<file path="src/rtl/cas_sig_pkg.sv">
package cas_sig_pkg;

    typedef enum logic [1:0] {
        RX_HUNT  = 2'd0,
        RX_FILL  = 2'd1,
        RX_READY = 2'd2
    } rx_state_e;

    typedef enum logic [0:0] {
        TX_IDLE = 1'b0,
        TX_RUN  = 1'b1
    } tx_state_e;

endpackage

</file>
<file path="src/rtl/cas_rx_gather.sv">
module cas_rx_gather
    import cas_sig_pkg::*;
#(
    parameter int FRAME_BITS = 256,
    parameter int MF_FRAMES  = 16,
    parameter int SIG_SLOT   = 16,
    parameter int SLOT_BITS  = 8,
    localparam int POS_W     = $clog2(FRAME_BITS),
    localparam int FRM_W     = $clog2(MF_FRAMES)
) (
    input  logic                                  clk,
    input  logic                                  rst_n,
    input  logic                                  bit_i,
    input  logic [POS_W-1:0]                      pos_i,
    input  logic [FRM_W-1:0]                      frame_i,
    output logic                                  xfer_o,
    output logic [MF_FRAMES-1:0][SLOT_BITS-1:0]   regs_o
);

    localparam int SLOT_FIRST = SIG_SLOT * SLOT_BITS;
    localparam int SLOT_LAST  = SLOT_FIRST + SLOT_BITS - 1;

    rx_state_e state_q, state_d;
    logic      do_xfer;
    logic      in_slot, slot_end, mf_start, last_frame;
    logic [SLOT_BITS-1:0]                 shreg_q;
    logic [SLOT_BITS-1:0]                 next_byte;
    logic [MF_FRAMES-1:0][SLOT_BITS-1:0]  stage_q;

    assign in_slot    = (pos_i >= POS_W'(SLOT_FIRST)) && (pos_i <= POS_W'(SLOT_LAST));
    assign slot_end   = (pos_i == POS_W'(SLOT_LAST));
    assign mf_start   = (pos_i == '0) && (frame_i == '0);
    assign last_frame = (frame_i == FRM_W'(MF_FRAMES - 1));
    assign next_byte  = {shreg_q[SLOT_BITS-2:0], bit_i};

    // next-state logic
    always_comb begin
        state_d = state_q;
        do_xfer = 1'b0;
        unique case (state_q)
            RX_HUNT:  if (mf_start) state_d = RX_FILL;
            RX_FILL:  if (slot_end && last_frame) state_d = RX_READY;
            RX_READY: if (mf_start) begin
                          state_d = RX_FILL;
                          do_xfer = 1'b1;
                      end
            default:  state_d = RX_HUNT;
        endcase
    end

    // state register
    always_ff @(posedge clk or negedge rst_n) begin
        if (!rst_n) state_q <= RX_HUNT;
        else        state_q <= state_d;
    end

    // datapath and outputs
    always_ff @(posedge clk or negedge rst_n) begin
        if (!rst_n) begin
            shreg_q <= '0;
            stage_q <= '0;
            regs_o  <= '0;
            xfer_o  <= 1'b0;
        end else begin
            xfer_o <= do_xfer;
            if (in_slot) shreg_q <= next_byte;
            if (slot_end) stage_q[frame_i] <= next_byte;
            if (do_xfer) regs_o <= stage_q;
        end
    end

    AST_RX_HOLD_BETWEEN: assert property (@(posedge clk) disable iff (!rst_n)
        !xfer_o |-> $stable(regs_o));

    AST_RX_XFER_AT_BOUNDARY: assert property (@(posedge clk) disable iff (!rst_n)
        xfer_o |-> ($past(pos_i) == '0) && ($past(frame_i) == '0));

endmodule

</file>
<file path="src/rtl/cas_tx_insert.sv">
module cas_tx_insert
    import cas_sig_pkg::*;
#(
    parameter int FRAME_BITS = 256,
    parameter int MF_FRAMES  = 16,
    parameter int SIG_SLOT   = 16,
    parameter int SLOT_BITS  = 8,
    localparam int POS_W     = $clog2(FRAME_BITS),
    localparam int FRM_W     = $clog2(MF_FRAMES)
) (
    input  logic                                  clk,
    input  logic                                  rst_n,
    input  logic                                  in_i,
    input  logic [POS_W-1:0]                      pos_i,
    input  logic [FRM_W-1:0]                      frame_i,
    input  logic                                  ins_en_i,
    input  logic [MF_FRAMES-1:0][SLOT_BITS-1:0]   buf_i,
    output logic                                  mf_o,
    output logic                                  out_o
);

    localparam int SLOT_FIRST = SIG_SLOT * SLOT_BITS;
    localparam int SLOT_LAST  = SLOT_FIRST + SLOT_BITS - 1;
    localparam int OFF_W      = $clog2(SLOT_BITS);

    tx_state_e state_q, state_d;
    logic      in_slot, mf_start, insert_now;
    logic [OFF_W-1:0]                     bit_sel;
    logic [MF_FRAMES-1:0][SLOT_BITS-1:0]  shadow_q;
    logic [SLOT_BITS-1:0]                 cur_byte;

    assign in_slot    = (pos_i >= POS_W'(SLOT_FIRST)) && (pos_i <= POS_W'(SLOT_LAST));
    assign mf_start   = (pos_i == '0) && (frame_i == '0);
    assign bit_sel    = OFF_W'(SLOT_LAST - int'(pos_i));
    assign cur_byte   = shadow_q[frame_i];
    assign insert_now = (state_q == TX_RUN) && ins_en_i && in_slot;

    always_comb begin
        state_d = state_q;
        unique case (state_q)
            TX_IDLE: if (mf_start) state_d = TX_RUN;
            TX_RUN:  state_d = TX_RUN;
        endcase
    end

    always_ff @(posedge clk or negedge rst_n) begin
        if (!rst_n) state_q <= TX_IDLE;
        else        state_q <= state_d;
    end

    always_ff @(posedge clk or negedge rst_n) begin
        if (!rst_n) begin
            shadow_q <= '0;
            mf_o     <= 1'b0;
            out_o    <= 1'b0;
        end else begin
            mf_o  <= mf_start;
            out_o <= insert_now ? cur_byte[bit_sel] : in_i;
            if (mf_start) shadow_q <= buf_i;
        end
    end

    AST_TX_PASSTHRU: assert property (@(posedge clk) disable iff (!rst_n)
        ($past(rst_n) && !$past(ins_en_i)) |-> (out_o == $past(in_i)));

    AST_TX_MF_AT_BOUNDARY: assert property (@(posedge clk) disable iff (!rst_n)
        mf_o |-> ($past(pos_i) == '0) && ($past(frame_i) == '0));

endmodule

</file>
<file path="src/rtl/cas_host_regs.sv">
module cas_host_regs #(
    parameter int MF_FRAMES = 16,
    parameter int SLOT_BITS = 8,
    localparam int FRM_W    = $clog2(MF_FRAMES),
    localparam int AW       = FRM_W + 1
) (
    input  logic                                  clk,
    input  logic                                  rst_n,
    input  logic [AW-1:0]                         addr_i,
    input  logic                                  we_i,
    input  logic [SLOT_BITS-1:0]                  wdata_i,
    output logic [SLOT_BITS-1:0]                  rdata_o,
    input  logic [MF_FRAMES-1:0][SLOT_BITS-1:0]   rx_regs_i,
    input  logic                                  rx_xfer_i,
    input  logic                                  tx_mf_i,
    output logic [MF_FRAMES-1:0][SLOT_BITS-1:0]   txbuf_o,
    output logic                                  ins_en_o,
    output logic                                  stat_rx_o,
    output logic                                  stat_tx_o
);

    localparam int CTRL_ADDR = MF_FRAMES;
    localparam int STAT_ADDR = MF_FRAMES + 1;

    logic                 rb_q;
    logic                 sig_sel, ctrl_wr, stat_wr;
    logic [FRM_W-1:0]     idx;
    logic [SLOT_BITS-1:0] rd_mux;

    assign sig_sel = (addr_i < AW'(MF_FRAMES));
    assign idx     = addr_i[FRM_W-1:0];
    assign ctrl_wr = we_i && (addr_i == AW'(CTRL_ADDR));
    assign stat_wr = we_i && (addr_i == AW'(STAT_ADDR));

    always_comb begin
        rd_mux = '0;
        if (sig_sel) begin
            rd_mux = rb_q ? txbuf_o[idx] : rx_regs_i[idx];
        end else if (addr_i == AW'(CTRL_ADDR)) begin
            rd_mux[0] = ins_en_o;
            rd_mux[1] = rb_q;
        end else if (addr_i == AW'(STAT_ADDR)) begin
            rd_mux[0] = stat_rx_o;
            rd_mux[1] = stat_tx_o;
        end
    end

    always_ff @(posedge clk or negedge rst_n) begin
        if (!rst_n) begin
            txbuf_o   <= '0;
            ins_en_o  <= 1'b0;
            rb_q      <= 1'b0;
            stat_rx_o <= 1'b0;
            stat_tx_o <= 1'b0;
            rdata_o   <= '0;
        end else begin
            rdata_o <= rd_mux;
            if (we_i && sig_sel) txbuf_o[idx] <= wdata_i;
            if (ctrl_wr) begin
                ins_en_o <= wdata_i[0];
                rb_q     <= wdata_i[1];
            end
            stat_rx_o <= rx_xfer_i | (stat_rx_o & ~(stat_wr & wdata_i[0]));
            stat_tx_o <= tx_mf_i   | (stat_tx_o & ~(stat_wr & wdata_i[1]));
        end
    end

    AST_RX_FLAG_STICKY: assert property (@(posedge clk) disable iff (!rst_n)
        ($past(rst_n) && $past(stat_rx_o) && !$past(stat_wr && wdata_i[0])) |-> stat_rx_o);

    AST_STAT_W1C: assert property (@(posedge clk) disable iff (!rst_n)
        ($past(rst_n) && $past(stat_wr && wdata_i[1] && !tx_mf_i)) |-> !stat_tx_o);

endmodule

</file>
<file path="src/rtl/cas_sig_engine.sv">
module cas_sig_engine #(
    parameter int FRAME_BITS = 256,
    parameter int MF_FRAMES  = 16,
    parameter int SIG_SLOT   = 16,
    parameter int SLOT_BITS  = 8,
    localparam int POS_W     = $clog2(FRAME_BITS),
    localparam int FRM_W     = $clog2(MF_FRAMES),
    localparam int AW        = FRM_W + 1
) (
    input  logic                 clk,
    input  logic                 rst_n,
    input  logic                 rx_bit,
    input  logic [POS_W-1:0]     rx_bit_pos,
    input  logic [FRM_W-1:0]     rx_frame,
    input  logic                 tx_in,
    input  logic [POS_W-1:0]     tx_bit_pos,
    input  logic [FRM_W-1:0]     tx_frame,
    output logic                 tx_out,
    input  logic [AW-1:0]        host_addr,
    input  logic                 host_we,
    input  logic [SLOT_BITS-1:0] host_wdata,
    output logic [SLOT_BITS-1:0] host_rdata,
    output logic                 rx_new_flag,
    output logic                 tx_mf_flag
);

    logic [MF_FRAMES-1:0][SLOT_BITS-1:0] rx_regs;
    logic [MF_FRAMES-1:0][SLOT_BITS-1:0] tx_buf;
    logic rx_xfer, tx_mf, ins_en;

    cas_rx_gather #(
        .FRAME_BITS(FRAME_BITS), .MF_FRAMES(MF_FRAMES),
        .SIG_SLOT(SIG_SLOT), .SLOT_BITS(SLOT_BITS)
    ) u_rx (
        .clk(clk), .rst_n(rst_n), .bit_i(rx_bit), .pos_i(rx_bit_pos),
        .frame_i(rx_frame), .xfer_o(rx_xfer), .regs_o(rx_regs)
    );

    cas_tx_insert #(
        .FRAME_BITS(FRAME_BITS), .MF_FRAMES(MF_FRAMES),
        .SIG_SLOT(SIG_SLOT), .SLOT_BITS(SLOT_BITS)
    ) u_tx (
        .clk(clk), .rst_n(rst_n), .in_i(tx_in), .pos_i(tx_bit_pos),
        .frame_i(tx_frame), .ins_en_i(ins_en), .buf_i(tx_buf),
        .mf_o(tx_mf), .out_o(tx_out)
    );

    cas_host_regs #(
        .MF_FRAMES(MF_FRAMES), .SLOT_BITS(SLOT_BITS)
    ) u_regs (
        .clk(clk), .rst_n(rst_n), .addr_i(host_addr), .we_i(host_we),
        .wdata_i(host_wdata), .rdata_o(host_rdata), .rx_regs_i(rx_regs),
        .rx_xfer_i(rx_xfer), .tx_mf_i(tx_mf), .txbuf_o(tx_buf),
        .ins_en_o(ins_en), .stat_rx_o(rx_new_flag), .stat_tx_o(tx_mf_flag)
    );

endmodule

</file>
<file path="config.mk">
export PLATFORM = sky130hd
export DESIGN_NAME = cas_sig_engine
export DESIGN_NICKNAME = d
export VERILOG_FILES = /design/src/rtl/cas_sig_pkg.sv /design/src/rtl/cas_rx_gather.sv /design/src/rtl/cas_tx_insert.sv /design/src/rtl/cas_host_regs.sv /design/src/rtl/cas_sig_engine.sv
export SDC_FILE = /design/constraint.sdc
export NUM_CORES = 1
export LEC_CHECK = 0
export BUFFER_PORTS_ARGS = -buffer_cell sky130_fd_sc_hd__clkbuf_2
export CAP_MARGIN = 15
export CORE_ASPECT_RATIO = 1.4
export CORE_MARGIN = 4
export CORE_UTILIZATION = 45
export DETAILED_ROUTE_END_ITERATION = 6
export PLACE_DENSITY = 0.6
export REMOVE_ABC_BUFFERS = 1
export SYNTH_ARGS = -nofsm -noshare
export SYNTH_HDL_FRONTEND = slang
export SYNTH_SLANG_ARGS = --single-unit
</file>
<file path="constraint.sdc">
create_clock -name clk -period 3.82 [get_ports clk]
set_clock_uncertainty 0.05 [all_clocks]
set_input_delay 0.191 -clock clk [delete_from_list [all_inputs] [get_ports clk]]
set_output_delay 0.191 -clock clk [all_outputs]
set_load 0.01 [all_outputs]
</file>
# [Word level (Yosys, flattened, before mapping)]
# Cells that the tools add are included.
[classes] n_addsub=1 order_cmp=11 bitwise=9 reduce_logical=19 mux=27 n_eq_ne=8
[op_table] operator="128-bit bitwise mux" n=2
[op_table] operator="8-bit binary-select mux with 4-bit select" n=3
[op_table] operator="8-bit demux with 4-bit select" n=2
[op_table] operator="8-bit two-way mux" n=6
[op_table] operator="8-bit greater-or-equal comparator, second input constant" n=2
[op_table] operator="8-bit <= comparator, second input constant" n=2
[op_table] operator="8-bit zero test" n=2
[op_table] operator="4-bit by 5-bit less-than comparator with 1-bit output, second input constant" n=3
[op_table] operator="1-bit logical AND" n=12
[op_table] operator="5-bit equality test, second input constant" n=2
[op_table] operator="2-bit two-way mux" n=5
[op_table] operator="8-bit equality test, second input constant" n=1
[op_table] operator="4-bit by 1-bit greater-or-equal comparator with 1-bit output, second input constant" n=2
[op_table] operator="4-bit zero test" n=2
[op_table] operator="6-bit two-way mux" n=1
[op_table] operator="5-bit less-than comparator, second input constant" n=1
[op_table] operator="1-bit two-way mux" n=5
[op_table] operator="1-bit bitwise AND" n=4
[op_table] operator="4-bit equality test, second input constant" n=1
[op_table] operator="3-bit by 4-bit less-than comparator with 1-bit output, second input constant" n=1
[op_table] operator="2-bit by 1-bit != test with 1-bit output, second input constant" n=2
[op_table] operator="2-bit case mux with 2 select lines" n=1
[op_table] operator="1-bit binary-select mux with 3-bit select" n=1
[op_table] operator="1-bit inverter" n=3
[op_table] operator="8 further kinds" n=9
[word_totals] out_inout_bits=11 ff_bits=537 in_bits=42

# [Depth between registers and ports, before layout]
[depth] ltp_word=6 depth_mapped=10 depth_no_buf=6

# [Hierarchy]
# A second synthesis with hierarchy kept.
[hier_totals] cells_unflattened=1500 area_unflattened_um2=23809.1
[modules_own_cells] mod="cas_rx_gather" cells_per_inst=597 instances=1 area_per_inst_um2=10247.3 seq_area_each_um2=6656.4
[modules_own_cells] mod="cas_host_regs" cells_per_inst=505 instances=1 area_per_inst_um2=7434.6 seq_area_each_um2=3503.4
[modules_own_cells] mod="cas_tx_insert" cells_per_inst=398 instances=1 area_per_inst_um2=6127.1 seq_area_each_um2=3278.1

# [Least setup slack after synthesis]
# No wires, ideal clock.
[synth_path] path_kind="input to register" startpoint="input host_addr[1]" endpoint="register u_regs.rdata_o[0]" arrival_time_ps=1775 setup_slack_ps=1863 cell_stages=6 n_path_buf=2 setup_ps=132 t_required_ps=3638 path_cell_list="clkbuf_1 -> buf_1 -> mux4_2 -> mux4_2 -> mux2i_1 -> o21ai_1"
[synth_between] elab_chain_cells=4 word_cells_on_any_way=11
[synth_lines] item="start, declared" line="cas_sig_engine.sv:19" source="input logic [AW-1:0] host_addr,"
[synth_lines] item="8-bit binary-select mux with 4-bit select or 5-bit equality test (tied branches)" line="cas_host_regs.sv:38, cas_host_regs.sv:42"
[synth_lines] item="8-bit two-way mux (implied by the code) or 2-bit two-way mux (tied branches)" line="cas_host_regs.sv:38, cas_host_regs.sv:42"
[synth_lines] item="8-bit two-way mux or 2-bit two-way mux (tied branches)" line="cas_host_regs.sv:38, cas_host_regs.sv:39"
[synth_lines] item="2-bit two-way mux (*)" line="cas_host_regs.sv:37" source="if (sig_sel) begin"
[synth_lines] item="named net u_regs.rd_mux[0]" line="cas_host_regs.sv:28" source="logic [SLOT_BITS-1:0] rd_mux;"
[synth_lines] item="end signal, assigned" line="cas_host_regs.sv:57" source="rdata_o <= rd_mux;"
[synth_lines] item="end, declared" line="cas_host_regs.sv:12" source="output logic [SLOT_BITS-1:0] rdata_o,"
# The timed path passes the listed nets; every way through them passes the cells marked *. The select of a mux whose other input is x is not followed.
# A chain may end at the register's enable or synchronous reset.

# [Final worst setup path]
[layout_path] startpoint="input rx_bit_pos[7]" endpoint="register u_rx.regs_o[94] in the netlist's numbering"
[layout_between] elab_chain_cells=4
[layout_lines] item="start, declared" line="cas_sig_engine.sv:13" source="input logic [POS_W-1:0] rx_bit_pos,"
[layout_lines] item="8-bit zero test" line="cas_rx_gather.sv:32" source="assign mf_start = (pos_i == '0) && (frame_i == '0);"
[layout_lines] item="1-bit logical AND" line="cas_rx_gather.sv:32"
[layout_lines] item="1-bit two-way mux" line="cas_rx_gather.sv:43" source="RX_READY: if (mf_start) begin"
[layout_lines] item="1-bit two-way mux" line="cas_rx_gather.sv:40" source="unique case (state_q)"
[layout_lines] item="end signal, assigned" line="cas_rx_gather.sv:68" source="if (do_xfer) regs_o <= stage_q;"
[layout_lines] item="end, declared" line="cas_rx_gather.sv:17" source="output logic [MF_FRAMES-1:0][SLOT_BITS-1:0] regs_o"
# Every way passes these cells.

==> flow_summary_export.csv <==
group,metric,value,unit
synthesis,yosysUniqueCellTypes,59,
timing,rsz0062_at_grt,"false",
timing,final.period_utilization,78.2,%
global_route,grt_max_degree,131,
routing,drtPass1Iterations,5,
cts,cts_tree,"yes",
pwr,power.total,0.0125,W
cts,clock_path_buffers,3,
synthesis,netlist.area_leader.share,56.9,%
cts,cts_buffers,52,
floorplanning,row_count,99,
timing,hold_viol_final,0,
layout,nNetsFinal,1785,
setup_path,path_class,"in -> reg",
setup_path,worstPathArrival,3.39,ns
pwr,power.density,475,nW/um^2
floorplanning,die_width,202,um
place,port_buffers,52,
place,gp_congestion,0.776,
synthesis,ys.warnings.count,0,
setup_path,start_kind,"input port",
layout,drive_gt1_share,38.5,%
pwr,vdd_drop_max,0.384,mV
cts,clk_root_buffer_cell,"clkbuf_16",
global_route,grt_pass1_wl,89400,um
layout,most-common-layout-cells,"dfrtp_1 (537), nand2_1 (408), mux2_2 (387)",
floorplanning,io_pins,53,
timing,setup_viol,0,
worst_hold_path,min_path_type,"in -> reg",
place,hpwl,36100,um
routing,vias,13600,
timing,final_max_slew_viol_count,0,
floorplanning,fp.dieH,279,um
cts,cts.reportedPaths.clkPinSlew,0.06,ns
synthesis,syn_inst,1700,
pwr,p_leak,13.0,nW
timing,slew_headroom,34.2,%
floorplanning,die_area,56200,um^2
routing,routed_via_density,5.57,
timing,period_minus_slack,2.99,ns
routing,drc,0,
setup_path,required,4.22,ns
global_route,antenna_found_initial,0,
layout,layout_commonest_cell,"dfrtp_1",
cts,cts_sinks,537,
outcome,outcome,"completed",
cts,htree_levels,2,
layout,post-route-util,50.5,%
global_route,grt_overflow_total,0,
layout,nFillCells,4504,
synthesis,ys_seq_elements,537,
routing,drtAntennaViolNets,0,
synthesis,yosysTopAreaCell,"dfrtp_1",
synthesis,syn_area,23600,um^2
synthesis,syn_avg_cell_area,13.9,um^2
timing,tightest_slew,0.986,ns
global_route,grt_pass1_vias,14600,
global_route,grt.total_usage,20.4,%
timing,max_freq,0.335,GHz
layout,area_growth,11.3,%
flow_run,maxCapViolCount,0,
routing,first_iter_violations,866,
floorplanning,core_area,52000,um^2
floorplanning,initial_core_util,45.4,%
synthesis,synth_seq_area_share,56.9,%
setup_path,crit_path_max_fanout,65,
layout,diodes,0,
routing,drt-total-wl,56300,um
synthesis,ys_top_cells_by_area,"dfrtp_1 (57%), mux2_2 (18%), mux4_2 (9.0%)",
routing,wl_per_cell,23.1,um
setup_path,endpoint_kind,"register",
cts,clk-insertion-delay-late,0.57,ns
state kept, by name (all words and copies together) (netlist names), 2 cells and up:
register / flops
u_rx.regs_o: 128
u_rx.shreg_q: 7
u_rx.state_q: 2
u_regs.rdata_o: 8
u_tx.shadow_q: 128
u_rx.stage_q: 128
u_regs.txbuf_o: 128
cell families after synthesis:
| logic type | after synthesis | synth area share [%] |
|---|---|---|
| AO/OA/AOI/OAI | 33 | 1.05 |
| buffers and inverters | 105 | 2.67 |
| flip-flops | 537 | 56.9 |
| multiplexers | 535 | 30.3 |
| AND/OR/NAND/NOR | 490 | 9.07 |
cell type report:
type	count	area (um^2)	area share, %
Clock buffer	77	1570	5.96
Multi-Input combinational cell	1058	9540	36.3
Timing Repair Buffer	92	682	2.60
Clock inverter	17	213	0.810
Tap cell	656	821	3.12
Inverter	2	10.0	0.0381
Sequential cell	537	13400	51.2
worst max-delay path, cell delays in order:
cell	delay, ns
dlygate4sd3_1	0.53
clkbuf_2	0.13
nor4_1	0.27
dlygate4sd3_1	0.58
nand4_1	0.14
or3b_4	0.45
buf_4	0.35
buf_4	0.44
nand2_1	0.17
nand2_1	0.07
through the flow:
stage / instances / hold slack, ns / setup slack (ns) / cell area (um^2) / TNS (ns)
after global placement: 2335 / 0.331 / 0.847 / 24400 / 0
after detailed placement: 2336 / 0.334 / 0.917 / 24400 / 0
after CTS: 2439 / 0.00980 / 0.880 / 26300 / 0
after global routing: 2439 / 0.00364 / 0.670 / 26300 / 0
final: 2439 / 0.0288 / 0.833 / 26300 / 0
after floorplan: 1597 / -0.155 / -2.70 / 23000 / -427.20
metal layers:
metal	share of wire, %	vias up	GRT usage, %
li1	-	6083	-
met1	42	7202	26.7
met2	53	215	36.3
met3	3.3	77	2.70
met4	2.2	0	4.68
met5	0	-	0
cells in the mapped netlist, drive strengths merged:
cell and count:
a211oi 6, mux2 402, buf 69, a222oi 1, o211ai 1, o311ai 3, o22ai 2, nor2b 10
or4 1, inv 2, nor3 7, and2b 1, nor3b 3, nand2 411, a2111oi 1, o41ai 1
mux2i 34, and3b 1, or2 1, and3 2, o32ai 1, mux4 99, nand4b 3, a21boi 1
or3b 1, nand3b 4, clkbuf 34, nand2b 3, dfrtp 537, a21o 2, nand4 4, a21oi 2
nor4 4, nand3 5, o21ai 3, and2 1, a22oi 9, or3 2, nor2 26
repair_timing:
action,4_1_cts,5_1_grt
endpoints found under the hold margin,125,0
setup buffers,0,0
gates resized for setup,0,0
hold buffers,9,0
power breakdown:
group	total, W	internal, W	switching (W)
registers	0.00627	0.00598	0.000287
logic	0.000884	0.000472	0.000412
clock network	0.00533	0.00316	0.00216
total	0.0125	0.00962	0.00286
path summary, 6_finish.rpt:
path / start / to / slack [ns] / depth (start not counted)
max: rx_bit_pos[7] / u_rx.regs_o[94] / 0.83 / 10
min: host_addr[4] / u_regs.rdata_o[7] / 0.03 / 2
max reg2reg: u_tx.shadow_q[42] / u_tx.out_o / 1.14 / 6
min reg2reg: u_tx.mf_o / u_regs.stat_tx_o / 0.38 / 1
max in group asynchronous: rst_n / u_tx.mf_o / 2.36 / 3
min in group asynchronous: rst_n / u_tx.shadow_q[42] / 0.28 / 2
(Power assumes the default switching activity.)
